===== config.mk =====
export PLATFORM = sky130hd
export DESIGN_NAME = hpte_encoder
export DESIGN_NICKNAME = d
export VERILOG_FILES = /design/src/rtl/hpte_enc_pkg.sv /design/src/rtl/hpte_size_table.sv /design/src/rtl/hpte_tag_cmp.sv /design/src/rtl/hpte_word_builder.sv /design/src/rtl/hpte_group_scan.sv /design/src/rtl/hpte_encoder.sv
export SDC_FILE = /design/constraint.sdc
export NUM_CORES = 1
export LEC_CHECK = 0
export ABC_AREA = 1
export BUFFER_PORTS_ARGS = -buffer_cell sky130_fd_sc_hd__buf_4
export CORE_AREA = 8 8 204 206
export CTS_CLUSTER_DIAMETER = 30
export CTS_CLUSTER_SIZE = 30
export DETAILED_ROUTE_END_ITERATION = 10
export DIE_AREA = 0 0 212 214
export PLACE_DENSITY = 0.45
export SYNTH_ARGS = -nofsm -noshare
export SYNTH_HDL_FRONTEND = slang
export SYNTH_SLANG_ARGS = --single-unit

===== constraint.sdc =====
create_clock -name clk -period 1.27 [get_ports clk]
set_clock_uncertainty 0.05 [all_clocks]
set_input_delay 0.127 -clock clk [delete_from_list [all_inputs] [get_ports clk]]
set_output_delay 0.127 -clock clk [all_outputs]
set_load 0.02 [all_outputs]

===== src/rtl/hpte_enc_pkg.sv =====
`timescale 1ns/1ps
// Package: field positions of the entry words and the per-size descriptor table.
// Assumes 64-bit entry words; index positions are fixed by the entry format.
package hpte_enc_pkg;
    localparam int WORD_W        = 64;
    localparam int VA_TAG_SHIFT  = 23;   // virtual address bits dropped before tag placement
    localparam int TAG_VPN_LSB   = 7;
    localparam int TAG_VALID_BIT = 0;
    localparam int TAG_SEC_BIT   = 1;
    localparam int TAG_LARGE_BIT = 2;
    localparam int TAG_LOCK_BIT  = 3;
    localparam int TAG_BOLT_BIT  = 4;
    localparam int TAG_SEG_LSB   = 62;
    localparam int REAL_CODE_LSB = 12;
    localparam logic [WORD_W-1:0] REAL_4K_MASK = 64'h3FFF_FFFF_FFFF_F000;
    localparam logic [WORD_W-1:0] TAG_CMP_MASK = 64'hFFFF_FFFF_FFFF_FF80;

    typedef struct packed {
        logic [5:0]        shift;     // 0 marks an unsupported size
        logic [3:0]        lp_code;   // size code placed in the real-page word
        logic [WORD_W-1:0] vpn_clr;   // bits removed from the shifted virtual address
    } size_desc_t;

    // Descriptor for one page-size index
    function automatic size_desc_t size_desc(input int idx);
        size_desc_t d;
        d = '0;
        case (idx)
            0: begin d.shift = 6'd12; d.lp_code = 4'd0; d.vpn_clr = 64'h0;   end
            1: begin d.shift = 6'd16; d.lp_code = 4'd1; d.vpn_clr = 64'h0;   end
            2: begin d.shift = 6'd0;  d.lp_code = 4'd0; d.vpn_clr = 64'h0;   end
            3: begin d.shift = 6'd20; d.lp_code = 4'd2; d.vpn_clr = 64'h0;   end
            4: begin d.shift = 6'd24; d.lp_code = 4'd0; d.vpn_clr = 64'h1;   end
            5: begin d.shift = 6'd34; d.lp_code = 4'd3; d.vpn_clr = 64'h7FF; end
            default: d = '0;
        endcase
        return d;
    endfunction
endpackage


===== src/rtl/hpte_size_table.sv =====
`timescale 1ns/1ps
// Size table: selects the descriptor for a page-size index.
// Assumes indices at or above NUM_SIZES are unsupported.
module hpte_size_table
    import hpte_enc_pkg::*;
#(
    parameter int NUM_SIZES = 6,
    parameter int PSIZE_W   = 3
) (
    input  logic [PSIZE_W-1:0] idx,
    output size_desc_t         desc,
    output logic               supported
);
    size_desc_t tbl [NUM_SIZES];

    for (genvar g = 0; g < NUM_SIZES; g++) begin : g_row
        assign tbl[g] = size_desc(g);
    end

    // Select the row whose index matches, zero if none
    always_comb begin
        desc = '0;
        for (int i = 0; i < NUM_SIZES; i++) begin
            if (int'(idx) == i) desc = tbl[i];
        end
        supported = (desc.shift != 6'd0);
    end
endmodule


===== src/rtl/hpte_tag_cmp.sv =====
`timescale 1ns/1ps
// Tag compare: two tag words match when bits 63:7 agree; flag bits are ignored.
module hpte_tag_cmp
    import hpte_enc_pkg::*;
(
    input  logic [WORD_W-1:0] word_a,
    input  logic [WORD_W-1:0] word_b,
    output logic              match
);
    // Masked equality of the page-identifying bits
    always_comb begin
        match = (((word_a ^ word_b) & TAG_CMP_MASK) == '0);
        assert_self_match_R8: assert (!(word_a === word_b) || match);
    end
endmodule


===== src/rtl/hpte_word_builder.sv =====
`timescale 1ns/1ps
// Word builder: forms the tag and real-page words, registered once.
// Assumes the physical address is aligned to the requested page size.
module hpte_word_builder
    import hpte_enc_pkg::*;
#(
    parameter int NUM_SIZES = 6,
    parameter int PSIZE_W   = 3,
    parameter int SEG_W     = 2
) (
    input  logic               clk,
    input  logic               rst_n,
    input  logic               req,
    input  logic [WORD_W-1:0]  va,
    input  logic [WORD_W-1:0]  pa,
    input  logic [PSIZE_W-1:0] psize,
    input  logic [SEG_W-1:0]   seg,
    input  logic               secondary,
    input  logic               bolted,
    output logic               out_valid,
    output logic               out_err,
    output logic [WORD_W-1:0]  tag_word,
    output logic [WORD_W-1:0]  real_word
);
    size_desc_t        desc;
    logic              size_ok;
    logic              seg_ok;
    logic              accept;
    logic [WORD_W-1:0] vpn;
    logic [WORD_W-1:0] tag_c;
    logic [WORD_W-1:0] real_c;

    hpte_size_table #(.NUM_SIZES(NUM_SIZES), .PSIZE_W(PSIZE_W)) size_i (
        .idx(psize), .desc(desc), .supported(size_ok)
    );

    // Codes 0 and 1 are the only defined segment sizes
    assign seg_ok = (seg < SEG_W'(2));
    assign accept = req && size_ok && seg_ok;

    // Tag word assembly
    always_comb begin
        vpn   = (va >> VA_TAG_SHIFT) & ~desc.vpn_clr;
        tag_c = vpn << TAG_VPN_LSB;
        tag_c[TAG_SEG_LSB +: SEG_W] = seg;
        tag_c[TAG_BOLT_BIT]  = bolted;
        tag_c[TAG_LOCK_BIT]  = 1'b0;
        tag_c[TAG_LARGE_BIT] = (psize != '0);
        tag_c[TAG_SEC_BIT]   = secondary;
        tag_c[TAG_VALID_BIT] = 1'b1;
    end

    // Real-page word assembly
    always_comb begin
        if (psize == '0)
            real_c = pa & REAL_4K_MASK;
        else
            real_c = (pa & ~((64'd1 << desc.shift) - 64'd1))
                   | (WORD_W'(desc.lp_code) << REAL_CODE_LSB);
    end

    // Output register: one-cycle result or error pulse
    always_ff @(posedge clk) begin
        if (!rst_n) begin
            out_valid <= 1'b0;
            out_err   <= 1'b0;
            tag_word  <= '0;
            real_word <= '0;
        end else begin
            out_valid <= accept;
            out_err   <= req && !accept;
            tag_word  <= accept ? tag_c  : '0;
            real_word <= accept ? real_c : '0;
        end
    end

    assert_valid_xor_err_R6: assert property (@(posedge clk) disable iff (!rst_n)
        !(out_valid && out_err));
    assert_reserved_seg_R6: assert property (@(posedge clk) disable iff (!rst_n)
        req && seg[1] |=> out_err && !out_valid && tag_word == '0 && real_word == '0);
    assert_small_page_flag_R2: assert property (@(posedge clk) disable iff (!rst_n)
        req && psize == '0 && !seg[1] |=> out_valid && !tag_word[TAG_LARGE_BIT]);
    assert_idle_quiet_R7: assert property (@(posedge clk) disable iff (!rst_n)
        !req |=> !out_valid && !out_err);
    assert_flags_R3: assert property (@(posedge clk) disable iff (!rst_n)
        out_valid |-> tag_word[TAG_VALID_BIT] && !tag_word[TAG_LOCK_BIT]);
endmodule


===== src/rtl/hpte_group_scan.sv =====
`timescale 1ns/1ps
// Group scanner: reads one slot per cycle from external storage and stops at
// the first valid slot whose tag matches. Assumes scan_entry reflects slot_sel
// in the same cycle.
module hpte_group_scan
    import hpte_enc_pkg::*;
#(
    parameter int GROUP_SIZE = 8,
    parameter int SLOT_W     = $clog2(GROUP_SIZE)
) (
    input  logic              clk,
    input  logic              rst_n,
    input  logic              start,
    input  logic [WORD_W-1:0] tag,
    input  logic [WORD_W-1:0] entry,
    output logic [SLOT_W-1:0] slot_sel,
    output logic              busy,
    output logic              done,
    output logic              hit,
    output logic [SLOT_W-1:0] hit_slot
);
    localparam logic [SLOT_W-1:0] LAST_SLOT = SLOT_W'(GROUP_SIZE - 1);

    logic [WORD_W-1:0] tag_q;
    logic [SLOT_W-1:0] idx_q;
    logic              tag_match;
    logic              cand;

    hpte_tag_cmp cmp_i (.word_a(tag_q), .word_b(entry), .match(tag_match));

    assign cand     = busy && entry[TAG_VALID_BIT] && tag_match;
    assign slot_sel = idx_q;

    // Scan sequencer: start, advance, stop on hit or after the last slot
    always_ff @(posedge clk) begin
        if (!rst_n) begin
            tag_q    <= '0;
            idx_q    <= '0;
            busy     <= 1'b0;
            done     <= 1'b0;
            hit      <= 1'b0;
            hit_slot <= '0;
        end else begin
            done <= 1'b0;
            if (!busy) begin
                if (start) begin
                    tag_q    <= tag;
                    idx_q    <= '0;
                    busy     <= 1'b1;
                    hit      <= 1'b0;
                    hit_slot <= '0;
                end
            end else if (cand) begin
                busy     <= 1'b0;
                done     <= 1'b1;
                hit      <= 1'b1;
                hit_slot <= idx_q;
            end else if (idx_q == LAST_SLOT) begin
                busy <= 1'b0;
                done <= 1'b1;
                hit  <= 1'b0;
            end else begin
                idx_q <= idx_q + SLOT_W'(1);
            end
        end
    end

    assert_done_follows_busy_R9: assert property (@(posedge clk) disable iff (!rst_n)
        done |-> $past(busy) && !busy);
    assert_first_match_stops_R9: assert property (@(posedge clk) disable iff (!rst_n)
        busy && entry[TAG_VALID_BIT] && tag_match |=> done && hit && hit_slot == $past(idx_q));
    assert_start_ignored_R11: assert property (@(posedge clk) disable iff (!rst_n)
        busy |=> $stable(tag_q));
    assert_miss_at_end_R10: assert property (@(posedge clk) disable iff (!rst_n)
        busy && !cand && idx_q == LAST_SLOT |=> done && !hit);
endmodule


===== src/rtl/hpte_encoder.sv =====
`timescale 1ns/1ps
// Top: hashed page table entry encoder with tag compare and group scan.
// Assumes external logic owns the entry storage and answers scan_slot_sel
// combinationally on scan_entry.
module hpte_encoder
    import hpte_enc_pkg::*;
#(
    parameter int NUM_SIZES  = 6,
    parameter int PSIZE_W    = 3,
    parameter int SEG_W      = 2,
    parameter int GROUP_SIZE = 8,
    parameter int SLOT_W     = $clog2(GROUP_SIZE)
) (
    input  logic               clk,
    input  logic               rst_n,
    input  logic               enc_req,
    input  logic [63:0]        enc_va,
    input  logic [63:0]        enc_pa,
    input  logic [PSIZE_W-1:0] enc_psize,
    input  logic [SEG_W-1:0]   enc_seg,
    input  logic               enc_secondary,
    input  logic               enc_bolted,
    output logic               ent_valid,
    output logic               ent_err,
    output logic [63:0]        ent_tag_word,
    output logic [63:0]        ent_real_word,
    input  logic [63:0]        cmp_stored,
    input  logic [63:0]        cmp_probe,
    output logic               cmp_hit,
    input  logic               scan_start,
    input  logic [63:0]        scan_tag,
    input  logic [63:0]        scan_entry,
    output logic [SLOT_W-1:0]  scan_slot_sel,
    output logic               scan_busy,
    output logic               scan_done,
    output logic               scan_hit,
    output logic [SLOT_W-1:0]  scan_slot
);
    hpte_word_builder #(.NUM_SIZES(NUM_SIZES), .PSIZE_W(PSIZE_W), .SEG_W(SEG_W)) build_i (
        .clk(clk), .rst_n(rst_n), .req(enc_req), .va(enc_va), .pa(enc_pa),
        .psize(enc_psize), .seg(enc_seg), .secondary(enc_secondary), .bolted(enc_bolted),
        .out_valid(ent_valid), .out_err(ent_err),
        .tag_word(ent_tag_word), .real_word(ent_real_word)
    );

    hpte_tag_cmp port_cmp_i (.word_a(cmp_stored), .word_b(cmp_probe), .match(cmp_hit));

    hpte_group_scan #(.GROUP_SIZE(GROUP_SIZE), .SLOT_W(SLOT_W)) scan_i (
        .clk(clk), .rst_n(rst_n), .start(scan_start), .tag(scan_tag), .entry(scan_entry),
        .slot_sel(scan_slot_sel), .busy(scan_busy), .done(scan_done),
        .hit(scan_hit), .hit_slot(scan_slot)
    );
endmodule


==> results.json <==
{
  "status": "finished with violations",
  "violations": "setup timing",
  "grt_max_degree": 62,
  "setup_ws_ns": -0.372,
  "p_per_area_nw_per_um2": 943,
  "crit_fanout": 3,
  "netlist_area_sq_um": 8180,
  "synthCells": 1146,
  "vias_per_cell": 3.97,
  "path_cells": "buf_6 -> nand2_1 -> nand2_1 -> nor2_1 -> nand2_1 -> nor2_1 -> nand2_1 -> nor2_4 -> nand2_4 -> nand3_4 -> nand2_4 -> nor2_2 -> nor2_1",
  "gp_congestion": 0.842,
  "wl_um": 40300,
  "yosysSeqAreaShare_pct": 43.6,
  "synth_edf_count": 0,
  "grt_antenna_before_repair": 0,
  "drv_slew": 0,
  "clock-root-buffer": "clkbuf_16",
  "clk_latency_ns": 0.45,
  "required_ns": 1.57,
  "finalSetupTns_ns": -8.02,
  "cts_inserted_buffers": 17,
  "synth_top_family_by_area": "simple AND/OR/NAND/NOR gates",
  "reg2reg_to": "scan_i.slot_sel[0]$_SDFFE_PN0P_",
  "synthMuxAreaShare_pct": 0,
  "setup_viol": 65,
  "grt_pass1_vias": 10200,
  "worstSetupEndpointType": "flop",
  "tritoncts": "done",
  "ys_ff_latch": 178,
  "yosysMostFrequentCell": "nand2_1",
  "grt_pass1_wl_um": 59400,
  "cts.sinks": 178,
  "drive_above_1_share_pct": 48.9,
  "dieArea_sq_um": 45400,
  "drv_cap": 0,
  "clkSlewWorstSetupHoldPaths_ns": 0.08,
  "drc_errors": 0,
  "hold_viol_final": 0,
  "rows": 72,
  "die_x_um": 212,
  "finalNonFillerCells": 2401,
  "yosysWarnings": 0,
  "cp-start-kind": "flop",
  "ant_nets": 0,
  "max-clock-path-buffers": 2,
  "synth.distinct_cells": 32,
  "ys_dominant_reg_cell": "dfxtp_1",
  "cp.arrival_ns": 1.94,
  "grt_use_total_pct": 17.2,
  "fin_util_pct": 42.5,
  "hold_path.class": "input port to flop",
  "critPathKind": "flop to flop",
  "vias": 9522,
  "synthTopCellsByArea": "dfxtp_1 (44%), nand2_1 (13%), inv_1 (8.6%)",
  "power_w": 0.0153,
  "numPortBuffers": 461,
  "cpPeakStageDelay_ns": 0.33,
  "fin_crit_sh_pct": 129,
  "clock.fmax_mhz": 609,
  "hpwl_um": 32400,
  "ff2ff_setup_slack_ns": -0.37,
  "nets": 2267,
  "min_period_ns": 1.64,
  "min-delay-start": "enc_psize[0]",
  "p_leak_nw": 8.09,
  "min_path_cells": 4,
  "drtPass1Iterations": 4,
  "avgSynthCellArea_sq_um": 7.14,
  "async_flop_share_pct": 0,
  "cpMaxStageDelayCell": "dfxtp_2",
  "synthXorXnorAreaFrac_pct": 6.42,
  "yosys.area_share.simple_pct": 28.9,
  "grt_overflow": 0,
  "coreArea_sq_um": 38300,
  "htree_num_levels": 4,
  "area_growth_pct": 98.7,
  "synth_top_cells_by_count": "nand2_1 (285), inv_1 (188), dfxtp_1 (178), nor2_1 (117), nor2_2 (73)",
  "cpMostUsedCell": "nand2_1",
  "synth-compound-area-share_pct": 7.66,
  "timing.rr.start": "scan_i.tag_q[56]$_SDFFE_PN0P_",
  "worst-r2r-cell-count": 13,
  "yosysTopAreaCell": "dfxtp_1",
  "rsz0062_at_grt": "true",
  "ir_drop_mv": 0.894,
  "synth_top_area_share_pct": 43.6,
  "start_util_pct": 21.4,
  "routedWlPerCell_um": 16.8,
  "drt_iter0_drc": 395,
  "dieHeight_um": 214,
  "synth_fa_ha_area_share_pct": 0.459,
  "io_pins": 535,
  "whs_endpoint": "build_i.real_word[12]$_SDFF_PN0_",
  "dp_cells": 2196
}
worst max-delay path, delay by kind of cell, from the launching register on:
kind	cells	cell delay, ns
and+or+nand+nor	12	1.05
buffers and inverters	1	0.12
DFF	1	0.33
power breakdown:
part	switching [W]	leakage [nW]	internal, W	total (W)
sequential	0.000123	1.47	0.00584	0.00596
clock	0.00272	0.292	0.00265	0.00537
combinational	0.00186	6.33	0.00213	0.00399
final cells by class:
type	count	area [sq um]
Inverter	196	746
Multi-Input combinational cell	747	4390
Timing Repair Buffer	728	6240
Antenna cell	1	2.50
Fill cell	3885	22000
Clock buffer	17	425
Tap cell	518	648
Timing Repair inverter	1	8.76
Sequential cell	178	3630
Clock inverter	15	168
logic make-up after synthesis:
group                      count (synthesis)
AOI/OAI and AO/OA                        123
buffers and inverters                    244
xor gates and xnor gates                  60
and+or+nand+nor                          536
other                                      2
adders and majority gates                  3
DFF                                      178
layer usage:
layer  vias up  GRT usage, %  routed length (um)
met5         -             0                   0
met4         0          5.61                 880
met3        42          6.84                3760
met2       315          28.2               19000
met1      4321          20.1               16700
li1       4844             -                   -
state kept, by name, indices dropped and copies added (netlist names):
name	cells
build_i.out_err	1
scan_i.tag_q	57
scan_i.busy	1
build_i.tag_word	47
build_i.real_word	64
scan_i.hit	1
scan_i.slot_sel	3
scan_i.hit_slot	3
scan_i.done	1
per-stage QoR:
stage,setup slack [ns],instance area (sq um),hold WS (ns)
detailed placement,-0.445,12900,0.296
floorplan,-0.179,8300,0.189
finish,-0.372,16300,0.0348
global route,-0.487,16300,0.0573
global placement,-0.498,12900,0.288
CTS,-0.325,15700,0.0110
how the worst max path moves through the flow:
stage                                        from                         endpoint  slack [ns]  cells after the start
finish              scan_i.tag_q[56]$_SDFFE_PN0P_  scan_i.slot_sel[0]$_SDFFE_PN0P_       -0.37                     13
global route        scan_i.tag_q[51]$_SDFFE_PN0P_  scan_i.slot_sel[0]$_SDFFE_PN0P_       -0.49                     13
CTS                 scan_i.tag_q[63]$_SDFFE_PN0P_  scan_i.slot_sel[0]$_SDFFE_PN0P_       -0.32                     11
detailed placement  scan_i.tag_q[55]$_SDFFE_PN0P_           scan_i.done$_SDFF_PN0_       -0.45                      8
global placement    scan_i.tag_q[59]$_SDFFE_PN0P_           scan_i.done$_SDFF_PN0_       -0.50                      7
floorplan                  scan_i.busy$_SDFF_PN0_  scan_i.slot_sel[0]$_SDFFE_PN0P_       -0.18                     12
cells in the final DEF (no fill, tap or decap), types with 28 or more instances in the layout:
cell / instances
a21oi_1: 32
buf_4: 519
buf_6: 30
dfxtp_1: 134
dfxtp_2: 41
dlygate4sd3_1: 160
inv_1: 177
nand2_1: 239
nand2_2: 44
nor2_1: 83
nor2_2: 97
o21ai_2: 42
xor2_1: 28
repair_timing:
action                                 CTS  global route
pin swaps                               38            66
hold buffers                           160             0
gates cloned                             3             4
resized for setup                      205           144
endpoints found under the hold margin  160             0
buffers inserted                         6             4
setup endpoints to repair               64            70
(Power assumes the default switching activity.)
